<file path="config.mk">
export PLATFORM = sky130hd
export DESIGN_NAME = wait_state_gen
export DESIGN_NICKNAME = d
export VERILOG_FILES = /design/src/rtl/wsg_pkg.sv /design/src/rtl/wsg_datapath.sv /design/src/rtl/wsg_control.sv /design/src/rtl/wait_state_gen.sv
export SDC_FILE = /design/constraint.sdc
export NUM_CORES = 1
export LEC_CHECK = 0
export ABC_CLOCK_PERIOD_IN_PS = 1840
export BUFFER_PORTS_ARGS = -buffer_cell sky130_fd_sc_hd__buf_4
export CAP_MARGIN = 0
export CORE_AREA = 2 2 39 41
export CTS_CLUSTER_DIAMETER = 30
export DETAILED_ROUTE_END_ITERATION = 8
export DIE_AREA = 0 0 41 43
export PLACE_DENSITY_LB_ADDON = 0.12
export SETUP_SLACK_MARGIN = 0.1
export SLEW_MARGIN = 20
export SYNTH_ARGS = -nofsm -noshare
export SYNTH_HDL_FRONTEND = slang
export SYNTH_HIERARCHICAL = 1
export SYNTH_SLANG_ARGS = --single-unit
</file>
<file path="constraint.sdc">
create_clock -name clk -period 1.84 [get_ports clk]
set_input_delay 0.184 -clock clk [delete_from_list [all_inputs] [get_ports clk]]
set_output_delay 0.184 -clock clk [all_outputs]
set_load 0.03 [all_outputs]
</file>
<file path="src/rtl/wsg_pkg.sv">
package wsg_pkg;
  // Strobes issued by the control to the tap chain datapath
  typedef struct packed {
    logic clearChain;
    logic shiftChain;
    logic loadSel;
  } wsgCtrl_t;
endpackage

</file>
<file path="src/rtl/wsg_datapath.sv">
module wsg_datapath
  import wsg_pkg::*;
#(
  parameter int CHAIN_LEN = 8,
  localparam int SEL_W = $clog2(CHAIN_LEN)
) (
  input  logic             clk,
  input  logic             rst_n,
  input  wsgCtrl_t         ctrl,
  input  logic [SEL_W-1:0] waitSel,
  output logic             tapBit
);
  // stage 0 is a constant one; real flops hold stages 1..CHAIN_LEN-1
  logic [CHAIN_LEN-2:0] chain;
  logic [SEL_W-1:0]     selReg;
  logic [CHAIN_LEN-1:0] taps;

  always_ff @(posedge clk or negedge rst_n) begin
    if (!rst_n) begin
      chain <= '0;
    end else if (ctrl.clearChain) begin
      chain <= '0;
    end else if (ctrl.shiftChain) begin
      chain <= {chain[CHAIN_LEN-3:0], 1'b1};
    end
  end

  always_ff @(posedge clk or negedge rst_n) begin
    if (!rst_n) begin
      selReg <= '0;
    end else if (ctrl.loadSel) begin
      selReg <= waitSel;
    end
  end

  genvar i;
  generate
    for (i = 0; i < CHAIN_LEN; i++) begin : g_tap
      if (i == 0) begin : g_first
        assign taps[i] = 1'b1;
      end else begin : g_stage
        assign taps[i] = chain[i-1];
      end
    end
  endgenerate

  assign tapBit = taps[selReg];
endmodule

</file>
<file path="src/rtl/wsg_control.sv">
module wsg_control
  import wsg_pkg::*;
(
  input  logic     rdStrobeN,
  input  logic     devSel,
  input  logic     tapBit,
  output wsgCtrl_t ctrl,
  output logic     readyOut
);
  always_comb begin
    ctrl.clearChain = rdStrobeN;
    ctrl.shiftChain = !rdStrobeN;
    ctrl.loadSel    = rdStrobeN;
  end

  assign readyOut = !devSel || rdStrobeN || tapBit;
endmodule

</file>
<file path="src/rtl/wait_state_gen.sv">
module wait_state_gen
  import wsg_pkg::*;
#(
  parameter int CHAIN_LEN = 8,
  localparam int SEL_W = $clog2(CHAIN_LEN)
) (
  input  logic             clk,
  input  logic             rst_n,
  input  logic             rdStrobeN,
  input  logic             devSel,
  input  logic [SEL_W-1:0] waitSel,
  output logic             readyOut
);
  wsgCtrl_t ctrl;
  logic     tapBit;

  wsg_control u_ctrl (
    .rdStrobeN (rdStrobeN),
    .devSel    (devSel),
    .tapBit    (tapBit),
    .ctrl      (ctrl),
    .readyOut  (readyOut)
  );

  wsg_datapath #(.CHAIN_LEN(CHAIN_LEN)) u_dp (
    .clk     (clk),
    .rst_n   (rst_n),
    .ctrl    (ctrl),
    .waitSel (waitSel),
    .tapBit  (tapBit)
  );
endmodule

</file>
==> results of run 1 <==
power breakdown:
| part | switching (W) | internal (W) |
|---|---|---|
| logic | 0.0000241 | 0.0000322 |
| registers | 0.00000942 | 0.000230 |
| clock network | 0.0000762 | 0.000120 |
worst max-delay path, cell delays in order, from the launching register on:
cell and delay [ns]:
dfrtp_1 0.38, mux4_2 0.51, a21o_1 0.19, or3b_1 0.35, buf_6 0.15
per-layer routing:
metal / up-vias / global-route usage, %
met5: - / 0
met4: 0 / 8.00
met3: 3 / 4.71
met2: 8 / 13.4
met1: 134 / 19.9
li1: 147 / -
sequential cells by signal, summed over array words and instances, names as in the netlist:
register / flops
u_dp/chain: 7
u_dp/selReg: 3
what timing repair did:
action / CTS / global route
setup buffers: 1 / 0
resized for setup: 1 / 0
hold endpoints to repair: 10 / 0
hold buffers: 1 / 0
setup endpoints to repair: 1 / 1
per-stage QoR:
stage / TNS, ns / area (um^2) / std cells / util, %
after detailed placement: 0 / 512 / 57 / 37.0
after global routing: -0.275 / 569 / 63 / 41.1
after CTS: -0.191 / 569 / 63 / 41.1
after floorplan: 0 / 459 / 37 / -
final: -0.185 / 569 / 63 / 41.1
after global placement: 0 / 512 / 57 / 37.0
cell usage in the layout (no fill, tap or decap), types with 3 or more instances in the layout:
cell type  instances
dfrtp_1           10
nor2_1             9
buf_4              7
mux2i_1            7
clkbuf_4           3
mux2_1             3
worst paths after layout:
check                                from              to
max                        u_dp/selReg[0]        readyOut
min                            waitSel[2]  u_dp/selReg[2]
max reg2reg                u_dp/selReg[0]  u_dp/selReg[0]
min reg2reg                u_dp/selReg[1]  u_dp/selReg[1]
max in group asynchronous           rst_n  u_dp/selReg[1]
min in group asynchronous           rst_n   u_dp/chain[1]
cell families (layout without fill, tap and decap cells):
logic type             count (synthesis)  in the layout
AOI/OAI and AO/OA                      2              2
buffers and inverters                  4             14
DFF                                   10             10
muxes                                 11             11
and+or+nand+nor                       10             10
area by class of cell:
type	instances	share of cell area, %
inverter	1	0.659
clock buffer	4	6.37
tap	16	3.52
sequential	10	44.0
multi-input combinational	23	32.5
timing repair buffer	9	13.0
==> metrics.md, run 1 <==
| Metric | Value |
|---|---|
| FP Rows | `14` |
| Drt pass-1 iters | `2` |
| Post-synth top area share | `54.5%` |
| Crit path arrival time | `1.84 ns` |
| Routed wl met2 | `330 um` |
| DRC violation count after routing | `0` |
| Area of the multi-input gates | `185 um^2` |
| Final Cycle Share | `110%` |
| Post-synthesis xor/xnor area fraction | `0%` |
| Synth warnings | `6` |
| Worst Slack Setup Final | `-0.185 ns` |
| Worst setup EP type | `output pin` |
| Final min period | `2.02 ns` |
| Later-pin clock latency in the skew report | `0.27 ns` |
| Total gr overflow | `0` |
| Netlist Area Pre-Place | `459 um^2` |
| Die Ht | `43 um` |
| Hpwl dp | `568 um` |
| CTS tree | `done` |
| Post-synth top area cell | `dfrtp_1` |
| Clock buffer depth | `2` |
| Leakage power | `0.289 nW` |
| Synth Area in Simple Gates | `9.26%` |
| Critical path class | `flop to output pin` |
| Detailed Route WL | `749 um` |
| Fin nets | `55` |
| Antenna violations before repair | `0` |
| Crit-path max FO | `2` |
| Run status | `finished, violations left` |
| Area growth, synth to finish | `24.0%` |
| Worst min path class | `input pin to flop` |
| Clock transition at path regs | `0.06 ns` |
| Count leader, synth | `dfrtp_1` |
| Antenna cells | `0` |
| Peak supply drop | `0.526 mV` |
| Failing checks | `negative setup slack` |
| Max-Cap Viols | `0` |
| Initial Utilization | `33.2%` |
| Largest family of logic cells by synthesized area | `multiplexers` |
| Post-DRT Antenna Nets | `0` |
| Gp weighted congestion | `0.711` |
| RSZ-0062 raised after global routing | `yes` |
| Worst reg2reg setup slack | `0.90 ns` |
| Measured slew at the worst slew-check pin | `0.309 ns` |
| CTS buffer count | `3` |
| Syn_area_per_cell | `12.4 um^2` |
| Via count | `292` |
| Post-synth EDFFs | `0` |
| Fraction of synthesized area in multiplexers | `27.5%` |
| Final Hold Fails | `0` |
| Synth Area in Compound Gates | `3.54%` |
| Worst hold stages | `2` |
| FF+latch count, synth | `10` |
| I/O pin cnt | `8` |
| R2R cell count | `2` |
| Pre-CTS setup slack | `0.0527 ns` |
| Fin Hold WS | `0.135 ns` |
| Synth top cells by count | `dfrtp_1, nor2_1, mux2i_1` |
| Post-synth ARST share | `100%` |
| Global-route wire length before repair | `1370 um` |
| Adder-cell share of the synthesized area | `0%` |
| GRT Total Usage | `12.5%` |
| Ys flop type | `dfrtp_1` |
| Fillers | `132` |
| Tot Pwr | `0.000492 W` |
| Post-synth cell types | `11` |
| Metal-1 WL | `358 um` |
| CTS sink cnt | `10` |
| Top Metal Used | `met4` |
| DRT iter0 DRCs | `3` |
| Vias in the first global route | `292` |
| Metal3 WL | `39 um` |
| H-tree depth | `1` |
| Largest net degree at the start of global routing | `13` |
| P per Cell Area | `865 nW/um^2` |
| Clk root buf | `clkbuf_4` |
| Seq. cell area | `250 um^2` |
| Post-synthesis instance total | `37` |
| Rel. slew slack | `79.4%` |
| Req. time, crit path | `1.66 ns` |
| Mean routed wirelength per cell | `11.9 um` |
| Sequential area share after synthesis | `54.5%` |
| DIE WIDTH | `41 um` |
| Synth area leaders | `dfrtp_1, mux2i_1, nor2_1` |
| Via/cell ratio | `4.63` |
| Fmax | `494 MHz` |
| Max-slew violations | `0` |
| Die area | `1760 um^2` |
| Syn Nets | `44` |
| Setup Viol. Count Final | `1` |
| Core area | `1380 um^2` |
| Post-Route Skew | `0.00250 ns` |
| I/O Buffers | `7` |
| Layout cells sized above 1 | `27.7%` |
| CP startpoint kind | `flop` |
No activity file was read; power rests on OpenSTA's default activity.
==> run 2: changes to the inputs <==
--- a/config.mk
+++ b/config.mk
@@ -12,6 +12,7 @@
 export CTS_CLUSTER_DIAMETER = 30
 export DETAILED_ROUTE_END_ITERATION = 8
 export DIE_AREA = 0 0 41 43
+export HOLD_SLACK_MARGIN = 0.15
 export PLACE_DENSITY_LB_ADDON = 0.12
 export SETUP_SLACK_MARGIN = 0.1
 export SLEW_MARGIN = 20
==> metrics.md, run 2 (synthesized netlist as in run 1, its figures left out) <==
| Metric | Value |
|---|---|
| Area of the multi-input gates | `185 um^2 (unchanged)` |
| Post-DRT Antenna Nets | `0 (unchanged)` |
| Global-route wire length before repair | `1410 um (was 1370 um)` |
| DIE WIDTH | `41 um (unchanged)` |
| Clk root buf | `clkbuf_4 (unchanged)` |
| Run status | `finished, violations left (unchanged)` |
| Via count | `304 (was 292)` |
| Leakage power | `0.302 nW (was 0.289 nW)` |
| Fin nets | `58 (was 55)` |
| Detailed Route WL | `784 um (was 749 um)` |
| Drt pass-1 iters | `2 (unchanged)` |
| Seq. cell area | `250 um^2 (unchanged)` |
| Tot Pwr | `0.000504 W (was 0.000492 W)` |
| Biggest register | `u_dp/chain (unchanged)` |
| Max-slew violations | `0 (unchanged)` |
| Max-Cap Viols | `0 (unchanged)` |
| Vias in the first global route | `308 (was 292)` |
| I/O Buffers | `7 (unchanged)` |
| Gp weighted congestion | `0.711 (unchanged)` |
| Pre-CTS setup slack | `0.0527 ns (unchanged)` |
| GRT Total Usage | `12.8% (was 12.5%)` |
| Worst setup EP type | `output pin (unchanged)` |
| CTS sink cnt | `10 (unchanged)` |
| Final min period | `2.03 ns (was 2.02 ns)` |
| Total gr overflow | `0 (unchanged)` |
| Commonest cells after routing, fill and taps aside | `dfrtp_1, nor2_1, buf_4, mux2i_1, dlygate4sd3_1 (was dfrtp_1, nor2_1, buf_4, mux2i_1)` |
| Post-Route Skew | `0.00114 ns (was 0.00250 ns)` |
| H-tree depth | `1 (unchanged)` |
| FP Rows | `14 (unchanged)` |
| Worst Slack Setup Final | `-0.191 ns (was -0.185 ns)` |
| Core area | `1380 um^2 (unchanged)` |
| Antenna violations before repair | `0 (unchanged)` |
| Worst min path class | `input pin to flop (unchanged)` |
| CTS tree | `done (unchanged)` |
| Layout cells sized above 1 | `26.0% (was 27.7%)` |
| Largest regs | `u_dp/chain: 7 flops, u_dp/selReg: 3 flops (unchanged)` |
| I/O pin cnt | `8 (unchanged)` |
| RSZ-0062 raised after global routing | `yes (unchanged)` |
| Via/cell ratio | `4.61 (was 4.63)` |
| Failing checks | `negative setup slack (unchanged)` |
| Req. time, crit path | `1.66 ns (about the same)` |
| Clock buffer depth | `2 (unchanged)` |
| CP startpoint kind | `flop (unchanged)` |
| Crit path arrival time | `1.85 ns (was 1.84 ns)` |
| Crit-path max FO | `2 (unchanged)` |
| Fillers | `128 (was 132)` |
| Hpwl dp | `568 um (unchanged)` |
| P per Cell Area | `841 nW/um^2 (was 865 nW/um^2)` |
| Commonest non-fill, non-tap cell in the layout | `dfrtp_1 (unchanged)` |
| Peak supply drop | `0.508 mV (was 0.526 mV)` |
| Final Cycle Share | `110% (about the same)` |
| Fmax | `492 MHz (was 494 MHz)` |
| Largest net degree at the start of global routing | `13 (unchanged)` |
| Initial Utilization | `33.2% (unchanged)` |
| Fin Hold WS | `0.168 ns (was 0.135 ns)` |
| Die Ht | `43 um (unchanged)` |
| Clock transition at path regs | `0.07 ns (was 0.06 ns)` |
| Setup Viol. Count Final | `1 (unchanged)` |
| DRC violation count after routing | `0 (unchanged)` |
| Die area | `1760 um^2 (unchanged)` |
| Antenna cells | `0 (unchanged)` |
| Mean routed wirelength per cell | `11.9 um (about the same)` |
| Critical path class | `flop to output pin (unchanged)` |
| DRT iter0 DRCs | `1 (was 3)` |
| Largest register FFs | `7 (unchanged)` |
| Later-pin clock latency in the skew report | `0.27 ns (about the same)` |
| Measured slew at the worst slew-check pin | `0.309 ns (about the same)` |
| CTS buffer count | `3 (unchanged)` |
| Area growth, synth to finish | `30.5% (was 24.0%)` |
| Final Hold Fails | `0 (unchanged)` |
| Rel. slew slack | `79.4% (about the same)` |
==> run 2: timing repair <==
action,4_1_cts,5_1_grt
gates resized for setup,1,0
buffers inserted,1,0
hold buffers,4,0
endpoints found under the hold margin,13,0
setup endpoints to repair,1,1
==> run 2: path summary, 6_finish.rpt <==
| check | startpoint | end | slack [ns] | cells past startpoint |
|---|---|---|---|---|
| max | u_dp/selReg[0] | readyOut | -0.19 | 4 |
| max in group asynchronous | rst_n | u_dp/chain[2] | 1.43 | 2 |
| min | rdStrobeN | u_dp/chain[6] | 0.17 | 2 |
| min in group asynchronous | rst_n | u_dp/chain[6] | 0.28 | 2 |
| min reg2reg | u_dp/selReg[1] | u_dp/selReg[1] | 0.53 | 1 |
| max reg2reg | u_dp/selReg[0] | u_dp/selReg[0] | 0.90 | 2 |
==> run 2: cell type report <==
cell class	count	share of cell area (%)
Clock buffer	4	6.05
Multi-Input combinational cell	23	30.9
Tap cell	16	3.34
Timing Repair Buffer	12	17.3
Sequential cell	10	41.8
Inverter	1	0.626
==> run 2: per-layer routing <==
| layer | vias up | wire length, um | track usage (%) |
|---|---|---|---|
| met4 | 0 | 21 | 8.00 |
| met3 | 3 | 40 | 4.71 |
| met5 | - | 0 | 0 |
| met1 | 142 | 374 | 19.1 |
| li1 | 151 | - | - |
| met2 | 8 | 347 | 15.0 |
==> run 2: stage by stage <==
stage / utilization, % / instance area (um^2) / TNS (ns) / cells
2_1_floorplan: - / 459 / 0 / 37
3_3_place_gp: 37.0 / 512 / 0 / 57
3_5_place_dp: 37.0 / 512 / 0 / 57
4_1_cts: 43.3 / 599 / -0.191 / 66
5_1_grt: 43.3 / 599 / -0.270 / 66
6_report: 43.3 / 599 / -0.191 / 66
==> run 2: worst max-delay path, stage by stage, from the launching register on <==
cell and delay (ns):
dfrtp_1 0.38, mux4_2 0.51, a21o_1 0.19, or3b_1 0.35, buf_6 0.15
==> run 2: report_power, final <==
group	internal [W]	switching, W	leakage, nW
clock	0.000120	0.0000826	0.0210
sequential	0.000230	0.00000929	0.131
combinational	0.0000363	0.0000252	0.150
==> run 3: changes to the inputs <==
--- a/config.mk
+++ b/config.mk
@@ -12,9 +12,9 @@
 export CTS_CLUSTER_DIAMETER = 30
 export DETAILED_ROUTE_END_ITERATION = 8
 export DIE_AREA = 0 0 41 43
+export GPL_TIMING_DRIVEN = 0
 export HOLD_SLACK_MARGIN = 0.15
 export PLACE_DENSITY_LB_ADDON = 0.12
-export SETUP_SLACK_MARGIN = 0.1
 export SLEW_MARGIN = 20
 export SYNTH_ARGS = -nofsm -noshare
 export SYNTH_HDL_FRONTEND = slang
==> metrics.md, run 3 (synthesized netlist as in run 1, its figures left out) <==
| Metric | Value |
|---|---|
| Largest register FFs | `7 (unchanged)` |
| Largest net degree at the start of global routing | `11 (was 13)` |
| Initial Utilization | `33.2% (unchanged)` |
| Gp weighted congestion | `0.710 (was 0.711)` |
| Slowest CP cell | `mux4_2 (unchanged)` |
| Worst reg2reg setup slack | `0.89 ns (was 0.90 ns)` |
| Hpwl dp | `606 um (was 568 um)` |
| RSZ-0062 raised after global routing | `yes (unchanged)` |
| Final Hold Fails | `0 (unchanged)` |
| Layout cells sized above 1 | `32.1% (was 26.0%)` |
| Setup Viol. Count Final | `1 (unchanged)` |
| Max-Cap Viols | `0 (unchanged)` |
| Max-slew violations | `0 (unchanged)` |
| Largest regs | `u_dp/chain: 7 flops, u_dp/selReg: 3 flops (unchanged)` |
| Sw frac | `21.7% (was 23.2%)` |
| Commonest cells after routing, fill and taps aside | `dfrtp_1, buf_4, nor2_1, mux2i_1, dlygate4sd3_1 (was dfrtp_1, nor2_1, buf_4, mux2i_1, dlygate4sd3_1)` |
| CTS sink cnt | `10 (unchanged)` |
| Post-route cell area | `622 um^2 (was 599 um^2)` |
| Critical Path Stages | `4 (unchanged)` |
| Vias in the first global route | `352 (was 308)` |
| Non-filler cells, final | `69 (was 66)` |
| H-tree depth | `1 (unchanged)` |
| Total gr overflow | `0 (unchanged)` |
| Die area | `1760 um^2 (unchanged)` |
| Crit-path max FO | `2 (unchanged)` |
| Seq pwr share | `47.9% (was 47.5%)` |
| Worst-path cell chain | `mux4_2 > a21o_1 > or3b_4 > buf_6 (was mux4_2 > a21o_1 > or3b_1 > buf_6)` |
| Final Cycle Share | `108% (was 110%)` |
| Worst min path class | `input pin to flop (unchanged)` |
| Via/cell ratio | `4.67 (was 4.61)` |
| Leakage power | `0.316 nW (was 0.302 nW)` |
| Tot Pwr | `0.000500 W (was 0.000504 W)` |
| Post-DRT Antenna Nets | `0 (unchanged)` |
| Rel. slew slack | `83.7% (was 79.4%)` |
| Worst Slack Setup Final | `-0.152 ns (was -0.191 ns)` |
| Largest stage delay on the critical path | `0.50 ns (was 0.51 ns)` |
| Clk network pwr share | `38.2% (was 40.3%)` |
| I/O Buffers | `7 (unchanged)` |
| CTS tree | `done (unchanged)` |
| I/O pin cnt | `8 (unchanged)` |
| Critical path class | `flop to output pin (unchanged)` |
| Global-route wire length before repair | `1480 um (was 1410 um)` |
| Worst hold stages | `3 (was 2)` |
| Crit path arrival time | `1.81 ns (was 1.85 ns)` |
| DIE WIDTH | `41 um (unchanged)` |
| Drt pass-1 iters | `2 (unchanged)` |
| Pre-CTS setup slack | `0.0453 ns (was 0.0527 ns)` |
| Failing checks | `negative setup slack (unchanged)` |
| CTS buffer count | `3 (unchanged)` |
| Antenna violations before repair | `0 (unchanged)` |
| Worst setup EP type | `output pin (unchanged)` |
| Internal power | `0.000391 W (was 0.000387 W)` |
| Mean routed wirelength per cell | `12.1 um (was 11.9 um)` |
| Combinational share of power | `13.8% (was 12.2%)` |
| Top delay family on crit path | `multiplexers (unchanged)` |
| Fin nets | `61 (was 58)` |
| Number of buffers and inverters on the critical path | `1 (unchanged)` |
| R2R cell count | `2 (unchanged)` |
| Commonest non-fill, non-tap cell in the layout | `dfrtp_1 (unchanged)` |
| Placed cell area | `532 um^2 (was 512 um^2)` |
| GRT Total Usage | `12.5% (was 12.8%)` |
| DRC violation count after routing | `0 (unchanged)` |
| Via count | `322 (was 304)` |
| Clock transition at path regs | `0.07 ns (about the same)` |
| Final min period | `1.99 ns (was 2.03 ns)` |
| DRT iter0 DRCs | `10 (was 1)` |
| Later-pin clock latency in the skew report | `0.26 ns (was 0.27 ns)` |
| Detailed Route WL | `838 um (was 784 um)` |
| Clock buffer depth | `2 (unchanged)` |
| Die Ht | `43 um (unchanged)` |
| CP startpoint kind | `flop (unchanged)` |
| Measured slew at the worst slew-check pin | `0.244 ns (was 0.309 ns)` |
| Run status | `finished, violations left (unchanged)` |
| Core area | `1380 um^2 (unchanged)` |
| Area growth, synth to finish | `35.4% (was 30.5%)` |
| Biggest register | `u_dp/chain (unchanged)` |
| P per Cell Area | `804 nW/um^2 (was 841 nW/um^2)` |
| Clk root buf | `clkbuf_4 (unchanged)` |
| FP Rows | `14 (unchanged)` |
| NetSw | `0.000109 W (was 0.000117 W)` |
| Fmax | `502 MHz (was 492 MHz)` |
| Req. time, crit path | `1.66 ns (about the same)` |
| Peak supply drop | `0.512 mV (was 0.508 mV)` |
| Post-Route Skew | `0.00324 ns (was 0.00114 ns)` |
| Antenna cells | `0 (unchanged)` |
| Fin Hold WS | `0.253 ns (was 0.168 ns)` |
| Inst Count DP | `60 (was 57)` |
run 3: cell types whose count changed in the layout (fill, tap and decap cells not counted):
| cell | change |
|---|---|
| or3b_4 | +1 |
| buf_4 | +2 |
| buf_2 | +1 |
| or3b_1 | -1 |
run 3: power groups by stage:
stage / registers, W / logic [W] / clock network [W]
after floorplan: 0.000242 / 0.0000342 / 0
after global placement: 0.000244 / 0.0000534 / 0
after detailed placement: 0.000245 / 0.0000557 / 0
after CTS: 0.000239 / 0.0000686 / 0.000198
after global routing: 0.000240 / 0.0000758 / 0.000208
final: 0.000240 / 0.0000692 / 0.000191
run 3: stage by stage:
stage | utilization (%) | setup TNS (ns)
after floorplan | - | 0
after global placement | 38.4 | 0
after detailed placement | 38.4 | 0
after CTS | 44.8 | -0.191
after global routing | 44.9 | -0.237
final | 44.9 | -0.152
run 3: timing repair:
action | 4_1_cts | 5_1_grt
gates resized for setup | 1 | 1
endpoints found under the hold margin | 13 | 0
setup endpoints to repair | 1 | 1
hold buffers | 4 | 0
pin swaps | 0 | 1
buffers inserted | 1 | 0
run 3: path summary, 6_finish.rpt:
path / from / endpoint
worst max-delay path: u_dp/selReg[0] / readyOut
worst min-delay path: rdStrobeN / u_dp/chain[4]
worst max register to register: u_dp/selReg[0] / u_dp/selReg[0]
worst min register to register: u_dp/selReg[1] / u_dp/selReg[1]
max in group asynchronous: rst_n / u_dp/chain[3]
min in group asynchronous: rst_n / u_dp/chain[5]
run 3: metal layers:
metal,global-route usage (%),part of all wire [%],up-vias,wire length (um)
met5,0,0,-,0
met4,4.00,0,0,0
met3,4.71,4.3,0,36
met2,18.1,50,5,420
met1,16.9,45,159,380
li1,-,-,158,-
run 3: layout make-up:
cell class / count / area (um^2)
fillers: 139 / 762
flip-flops and latches: 10 / 250
multi-input cells: 23 / 188
repair buffers: 12 / 104
clock buffers: 4 / 36.3
plain buffers: 3 / 20.0
well taps: 16 / 20.0
inverters: 1 / 3.75
run 3: worst min-delay path: stages:
cell and delay [ns]:
buf_4 0.10, buf_4 0.14, nor2_1 0.05
